### config.mk
export PLATFORM = sky130hd
export DESIGN_NAME = csr_lock_bank
export DESIGN_NICKNAME = d
export VERILOG_FILES = /design/src/rtl/csr_bank_pkg.sv /design/src/rtl/csr_addr_decode.sv /design/src/rtl/csr_rw_field.sv /design/src/rtl/csr_rc_field.sv /design/src/rtl/csr_read_port.sv /design/src/rtl/csr_lock_bank.sv
export SDC_FILE = /design/constraint.sdc
export NUM_CORES = 1
export LEC_CHECK = 0
export CORE_MARGIN = 2
export CORE_UTILIZATION = 46
export CTS_CLUSTER_DIAMETER = 30
export CTS_CLUSTER_SIZE = 12
export DETAILED_ROUTE_END_ITERATION = 8
export DONT_BUFFER_PORTS = 1
export PLACE_DENSITY = 0.6
export REMOVE_ABC_BUFFERS = 1
export SLEW_MARGIN = 10
export SYNTH_ARGS = -nofsm -noshare
export SYNTH_HDL_FRONTEND = slang
export SYNTH_SLANG_ARGS = --single-unit
### constraint.sdc
create_clock -name clk_i -period 1.4 [get_ports clk_i]
set_input_delay 0 -clock clk_i [delete_from_list [all_inputs] [get_ports clk_i]]
set_output_delay 0 -clock clk_i [all_outputs]
set_load 0.005 [all_outputs]
### src/rtl/csr_bank_pkg.sv
package csr_bank_pkg;

  localparam int CSR_ADDR_CTRL    = 0;
  localparam int CSR_ADDR_STATUS  = 1;
  localparam int CSR_ADDR_EVT     = 2;
  localparam int CSR_ADDR_SCRATCH = 3;
  localparam int CSR_NUM_REGS     = 4;

  localparam int CTRL_GO_BIT   = 0;
  localparam int CTRL_KEEP_BIT = 1;

  typedef struct packed {
    logic ctrl;
    logic status;
    logic evt;
    logic scratch;
  } csr_sel_t;

endpackage

### src/rtl/csr_addr_decode.sv
module csr_addr_decode
  import csr_bank_pkg::*;
#(
  parameter int ADDR_W = 4
) (
  input  logic [ADDR_W-1:0] addr_i,
  output csr_sel_t          sel_o
);

  always_comb begin
    sel_o         = '0;
    sel_o.ctrl    = (addr_i == ADDR_W'(CSR_ADDR_CTRL));
    sel_o.status  = (addr_i == ADDR_W'(CSR_ADDR_STATUS));
    sel_o.evt     = (addr_i == ADDR_W'(CSR_ADDR_EVT));
    sel_o.scratch = (addr_i == ADDR_W'(CSR_ADDR_SCRATCH));
  end

endmodule

### src/rtl/csr_rw_field.sv
module csr_rw_field #(
  parameter int           W            = 1,
  parameter logic [W-1:0] RST          = '0,
  parameter bit           LOCKABLE     = 1'b0,
  parameter bit           FAULT_DOMAIN = 1'b1,
  parameter bit           AUTO_CLR     = 1'b0
) (
  input  logic         clk_i,
  input  logic         por_n_i,
  input  logic         fault_clr_i,
  input  logic         lock_i,
  input  logic         wr_i,
  input  logic [W-1:0] wdata_i,
  input  logic         hw_clr_i,
  output logic [W-1:0] q_o
);

  localparam logic LOCK_EN = LOCKABLE;
  localparam logic FLT_EN  = FAULT_DOMAIN;
  localparam logic CLR_EN  = AUTO_CLR;

  logic         wr_ok;
  logic         clr_hit;
  logic         flt_hit;
  logic         q_en;
  logic [W-1:0] q_d;
  logic [W-1:0] q_q;

  // The lock gates only the software path; hardware clear and fault bypass it.
  assign wr_ok   = wr_i & ~(lock_i & LOCK_EN);
  assign clr_hit = hw_clr_i & CLR_EN;
  assign flt_hit = fault_clr_i & FLT_EN;

  always_comb begin
    q_en = flt_hit | clr_hit | wr_ok;
    q_d  = q_q;
    if (flt_hit) begin
      q_d = RST;
    end else if (clr_hit) begin
      q_d = '0;
    end else if (wr_ok) begin
      q_d = wdata_i;
    end
  end

  always_ff @(posedge clk_i or negedge por_n_i) begin
    if (!por_n_i) begin
      q_q <= RST;
    end else if (q_en) begin
      q_q <= q_d;
    end
  end

  assign q_o = q_q;

endmodule

### src/rtl/csr_rc_field.sv
module csr_rc_field #(
  parameter int W = 16
) (
  input  logic         clk_i,
  input  logic         por_n_i,
  input  logic         fault_clr_i,
  input  logic         rd_clr_i,
  input  logic [W-1:0] set_i,
  output logic [W-1:0] q_o
);

  logic [W-1:0] q_d;
  logic [W-1:0] q_q;
  logic         q_en;
  logic         wipe;

  assign wipe = rd_clr_i | fault_clr_i;
  assign q_en = wipe | (|set_i);

  // Per bit: a set in the same cycle as a wipe survives.
  for (genvar i = 0; i < W; i++) begin : g_bit
    assign q_d[i] = (q_q[i] & ~wipe) | set_i[i];
  end

  always_ff @(posedge clk_i or negedge por_n_i) begin
    if (!por_n_i) begin
      q_q <= '0;
    end else if (q_en) begin
      q_q <= q_d;
    end
  end

  assign q_o = q_q;

endmodule

### src/rtl/csr_read_port.sv
module csr_read_port
  import csr_bank_pkg::*;
#(
  parameter int DATA_W = 16
) (
  input  logic              clk_i,
  input  logic              por_n_i,
  input  logic              rd_en_i,
  input  csr_sel_t          sel_i,
  input  logic [DATA_W-1:0] ctrl_i,
  input  logic [DATA_W-1:0] status_i,
  input  logic [DATA_W-1:0] evt_i,
  input  logic [DATA_W-1:0] scratch_i,
  output logic [DATA_W-1:0] rdata_o
);

  logic [DATA_W-1:0] rdata_d;
  logic [DATA_W-1:0] rdata_q;

  // An unmapped address selects nothing, so the OR-mux yields zero.
  always_comb begin
    rdata_d = ({DATA_W{sel_i.ctrl}}    & ctrl_i)
            | ({DATA_W{sel_i.status}}  & status_i)
            | ({DATA_W{sel_i.evt}}     & evt_i)
            | ({DATA_W{sel_i.scratch}} & scratch_i);
  end

  always_ff @(posedge clk_i or negedge por_n_i) begin
    if (!por_n_i) begin
      rdata_q <= '0;
    end else if (rd_en_i) begin
      rdata_q <= rdata_d;
    end
  end

  assign rdata_o = rdata_q;

endmodule

### src/rtl/csr_lock_bank.sv
module csr_lock_bank
  import csr_bank_pkg::*;
#(
  parameter int                ADDR_W      = 4,
  parameter int                DATA_W      = 16,
  parameter int                MODE_W      = 4,
  parameter int                MODE_LSB    = 4,
  parameter logic [MODE_W-1:0] MODE_RST    = 4'h5,
  parameter logic [DATA_W-1:0] SCRATCH_RST = 16'hA5C3
) (
  input  logic              clk_i,
  input  logic              por_n_i,
  input  logic              fault_clr_i,
  input  logic [ADDR_W-1:0] addr_i,
  input  logic              wr_en_i,
  input  logic [DATA_W-1:0] wdata_i,
  input  logic              rd_en_i,
  output logic [DATA_W-1:0] rdata_o,
  input  logic              lock_i,
  input  logic              go_done_i,
  input  logic [DATA_W-1:0] hw_status_i,
  input  logic [DATA_W-1:0] evt_set_i,
  output logic              go_o,
  output logic              keep_o,
  output logic [MODE_W-1:0] mode_o
);

  localparam int MODE_MSB = MODE_LSB + MODE_W - 1;

  csr_sel_t          sel;
  logic              wr_ctrl;
  logic              wr_scratch;
  logic              rd_evt;
  logic              go_q;
  logic              keep_q;
  logic [MODE_W-1:0] mode_q;
  logic [DATA_W-1:0] scratch_q;
  logic [DATA_W-1:0] evt_q;
  logic [DATA_W-1:0] ctrl_rd;

  csr_addr_decode #(.ADDR_W(ADDR_W)) u_dec (
    .addr_i (addr_i),
    .sel_o  (sel)
  );

  assign wr_ctrl    = wr_en_i & sel.ctrl;
  assign wr_scratch = wr_en_i & sel.scratch;
  assign rd_evt     = rd_en_i & sel.evt;

  csr_rw_field #(
    .W(1), .RST(1'b0), .LOCKABLE(1'b1), .FAULT_DOMAIN(1'b1), .AUTO_CLR(1'b1)
  ) u_go (
    .clk_i       (clk_i),
    .por_n_i     (por_n_i),
    .fault_clr_i (fault_clr_i),
    .lock_i      (lock_i),
    .wr_i        (wr_ctrl),
    .wdata_i     (wdata_i[CTRL_GO_BIT]),
    .hw_clr_i    (go_done_i),
    .q_o         (go_q)
  );

  csr_rw_field #(
    .W(1), .RST(1'b0), .LOCKABLE(1'b0), .FAULT_DOMAIN(1'b0), .AUTO_CLR(1'b0)
  ) u_keep (
    .clk_i       (clk_i),
    .por_n_i     (por_n_i),
    .fault_clr_i (fault_clr_i),
    .lock_i      (lock_i),
    .wr_i        (wr_ctrl),
    .wdata_i     (wdata_i[CTRL_KEEP_BIT]),
    .hw_clr_i    (1'b0),
    .q_o         (keep_q)
  );

  csr_rw_field #(
    .W(MODE_W), .RST(MODE_RST), .LOCKABLE(1'b1), .FAULT_DOMAIN(1'b1), .AUTO_CLR(1'b0)
  ) u_mode (
    .clk_i       (clk_i),
    .por_n_i     (por_n_i),
    .fault_clr_i (fault_clr_i),
    .lock_i      (lock_i),
    .wr_i        (wr_ctrl),
    .wdata_i     (wdata_i[MODE_MSB:MODE_LSB]),
    .hw_clr_i    (1'b0),
    .q_o         (mode_q)
  );

  csr_rw_field #(
    .W(DATA_W), .RST(SCRATCH_RST), .LOCKABLE(1'b0), .FAULT_DOMAIN(1'b1), .AUTO_CLR(1'b0)
  ) u_scratch (
    .clk_i       (clk_i),
    .por_n_i     (por_n_i),
    .fault_clr_i (fault_clr_i),
    .lock_i      (lock_i),
    .wr_i        (wr_scratch),
    .wdata_i     (wdata_i),
    .hw_clr_i    (1'b0),
    .q_o         (scratch_q)
  );

  csr_rc_field #(.W(DATA_W)) u_evt (
    .clk_i       (clk_i),
    .por_n_i     (por_n_i),
    .fault_clr_i (fault_clr_i),
    .rd_clr_i    (rd_evt),
    .set_i       (evt_set_i),
    .q_o         (evt_q)
  );

  always_comb begin
    ctrl_rd                     = '0;
    ctrl_rd[CTRL_GO_BIT]        = go_q;
    ctrl_rd[CTRL_KEEP_BIT]      = keep_q;
    ctrl_rd[MODE_MSB:MODE_LSB]  = mode_q;
  end

  csr_read_port #(.DATA_W(DATA_W)) u_rd (
    .clk_i     (clk_i),
    .por_n_i   (por_n_i),
    .rd_en_i   (rd_en_i),
    .sel_i     (sel),
    .ctrl_i    (ctrl_rd),
    .status_i  (hw_status_i),
    .evt_i     (evt_q),
    .scratch_i (scratch_q),
    .rdata_o   (rdata_o)
  );

  assign go_o   = go_q;
  assign keep_o = keep_q;
  assign mode_o = mode_q;

endmodule

==> impl_metrics.ini <==
[place]
hpwl_um = 4150
port_buffers = 0
gp_congestion = 0.796
place_area_sq_um = 2480
pre_cts_slack_ns = 0.140

[pwr]
p_per_area_nw_per_um2 = 939
power.leakage_nw = 1.30
vdd_drop_max_uv = 575

[sta]
tightest_slew_ns = 0.872
fmax_mhz = 743
finalCritPeriodShare = 0.962
rsz0062_at_grt = false
setup_tns_ns = 0
slew_headroom = 0.417
drv_slew = 0
whs_ns = -0.0970
setup_violations = 0
final-hold-violation-count = 8
finClkSkew_ns = 0.0124
layout_setup_ws_ns = 0.0535
timing.final.crit_period_ns = 1.35

[worst_setup_path]
worstReg2RegEnd = u_mode.q_o[3]
worst_setup_path_end_kind = flip-flop
worst-r2r-cell-count = 3
worstPathMaxFanout = 3
timing.rr.start = u_mode.q_o[3]
cp-start-kind = input port
cp.arrival_ns = 1.60
startpoint = lock_i
crit_end = u_mode.q_o[3]
cp.required_ns = 1.65
path_class = in2reg
reg2reg_setup_slack_ns = 0.11

[yosys]
synth_top_area_cell = dfrtp_1
synth-seq-cells = 54
synth_cell_types = 33
synthTopCellsByArea = dfrtp_1 (45%), dfstp_2 (11%), mux2_2 (6.0%), a21o_1 (5.3%), mux4_2 (3.7%)
synth.avg_cell_area_sq_um = 12.2
yosysTopAreaCellShare = 0.454
syn_area_sq_um = 2420
ys_seq_area_frac = 0.562
ys_warn_count = 0
synthCells = 198

[drt]
vias = 1875
wl_per_cell_um = 19.9
drt-vias-per-instance = 5.82
drt_wl_total_um = 6420
remaining_drc_errors = 0
ant_nets = 0
first_iter_violations = 146
dr.pass1.iters = 4

[cts]
numCtsBuffers = 5
clockBufferDepth = 2
htree_levels = 2
path_clk_slew_ns = 0.10
ctsHoldBuffers = 53
tritoncts = done
clkLatencyLatePin_ns = 0.31
clock-root-buffer = clkbuf_8
cts.sinks = 54

[floorplanning]
rows = 26
ios = 81
core-area_sq_um = 5110
die_x_um = 76.6
fp.dieArea_sq_um = 5870
die_h_um = 76.6
initial_core_util = 0.475

[global_routing]
grt_pass1_vias = 2081
grt_max_degree = 55
grt_overflow = 0
grt_pass1_wl_um = 10500
antenna_found_initial = 0
grt_usage = 0.228

[min_path]
min_path_type = in2reg

[cells_and_area]
multi_input_area_sq_um = 982
layout.area.seq_sq_um = 1360
layout.nets = 310
area_delta_synth_final_pct = 28.8
drive_gt1_frac = 0.175
fillerInstances = 420
fin_area_sq_um = 3120
diodes = 0

[run_status]
failed_checks = negative hold slack
outcome = complete, but fails checks

[flow_run]
drv_cap = 0
## area by class of cell
| class | count | share of cell area |
|---|---|---|
| multi-input cells | 126 | 0.314 |
| repair buffers | 56 | 0.183 |
| clock inverters | 3 | 0.00681 |
| clock buffers | 5 | 0.0220 |
| well taps | 70 | 0.0280 |
| inverters | 8 | 0.00961 |
| flip-flops and latches | 54 | 0.437 |
## worst min path at each step
| stage | slack (ns) | endpoint | start | depth (start not counted) |
|---|---|---|---|---|
| finish | -0.1 | u_rd.rdata_o[2] | addr_i[1] | 2 |
| global route | -0.09 | u_rd.rdata_o[2] | addr_i[1] | 2 |
| CTS | -0.11 | u_rd.rdata_o[12] | addr_i[1] | 2 |
| detailed placement | -0.29 | u_rd.rdata_o[6] | por_n_i | 0 |
| global placement | -0.29 | u_rd.rdata_o[6] | por_n_i | 0 |
| floorplan | -0.30 | u_evt.q_o[0] | por_n_i | 0 |
## sequential cells by signal, indices dropped and copies added, names as in the netlist
name           cells
u_go.q_o           1
u_rd.rdata_o      16
u_mode.q_o         4
u_evt.q_o         16
u_scratch.q_o     16
u_keep.q_o         1
## cell usage after synthesis, drive strengths merged
cell and n:
dfrtp 44, a21o 17, mux2 13, dfstp 10, nand2 10, nor2 10, inv 8, o22a 8
a22o 7, a22oi 7, a21oi 6, buf 6, nor2b 6, a221o 5, o21ai 5, clkbuf 4
mux4 4, nor3 4, a31oi 3, mux2i 3, nand3 3, nor3b 3, o22ai 3, and3 2
o41ai 2, and2 1, and4bb 1, nor4b 1, or3 1, or3b 1
## cells in the final DEF, fill, tap and decap left out, types with 2 or more instances in the layout
cell type	n
a21o_1	17
o22a_1	8
nor2_1	10
a22o_1	7
o22ai_1	3
mux2_2	13
o21ai_0	5
dfrtp_1	44
dfstp_2	10
a21oi_1	6
inv_1	8
nor3_2	2
dlygate4sd3_1	52
a31oi_1	2
nand3_1	3
nor3_1	2
o41ai_1	2
mux2i_1	3
buf_4	3
and3_1	2
a22oi_1	7
clkbuf_8	5
nor2b_1	6
nand2_1	10
nor3b_1	3
mux4_2	4
a221o_1	5
## worst max-delay path, stage by stage
cell	delay [ns]
dlygate4sd3_1	0.58
nor3_2	0.21
nand3_1	0.11
a21oi_1	0.14
dlygate4sd3_1	0.56
## logic make-up (layout without fill, tap and decap cells)
| kind of cell | count (synthesis) | count (layout) | synth area share |
|---|---|---|---|
| AO/OA/AOI/OAI | 63 | 63 | 0.195 |
| buffers and inverters | 18 | 72 | 0.0371 |
| flip-flops | 54 | 54 | 0.562 |
| multiplexers | 20 | 20 | 0.110 |
| AND/OR/NAND/NOR | 43 | 43 | 0.0960 |
## power breakdown
part,total [mW],switching [mW],internal (mW)
clock,0.871,0.518,0.353
combinational,0.369,0.154,0.215
sequential,1.70,0.0553,1.64
total,2.93,0.727,2.21
## through the flow
step                instances   util  hold WS [ns]  total power, mW
floorplan                 188      -        -0.296             1.87
global placement          261  0.486        -0.294             1.91
detailed placement        261  0.486        -0.294             1.92
CTS                       322  0.611        -0.111             2.95
global route              322  0.612       -0.0924             3.07
finish                    322  0.612       -0.0970             2.93
## per-layer routing
layer	vias to the layer above	wire (um)	global-route usage
met4	0	38	0.0655
li1	839	-	-
met2	83	3240	0.375
met1	948	2760	0.307
met5	-	0	0
met3	5	380	0.0474
## what timing repair did
action	4_1_cts	5_1_grt
hold endpoints to repair	108	9
endpoints found under the setup margin	0	1
gates resized for setup	0	1
setup buffers	0	0
No activity file was read; power rests on OpenSTA's default activity.
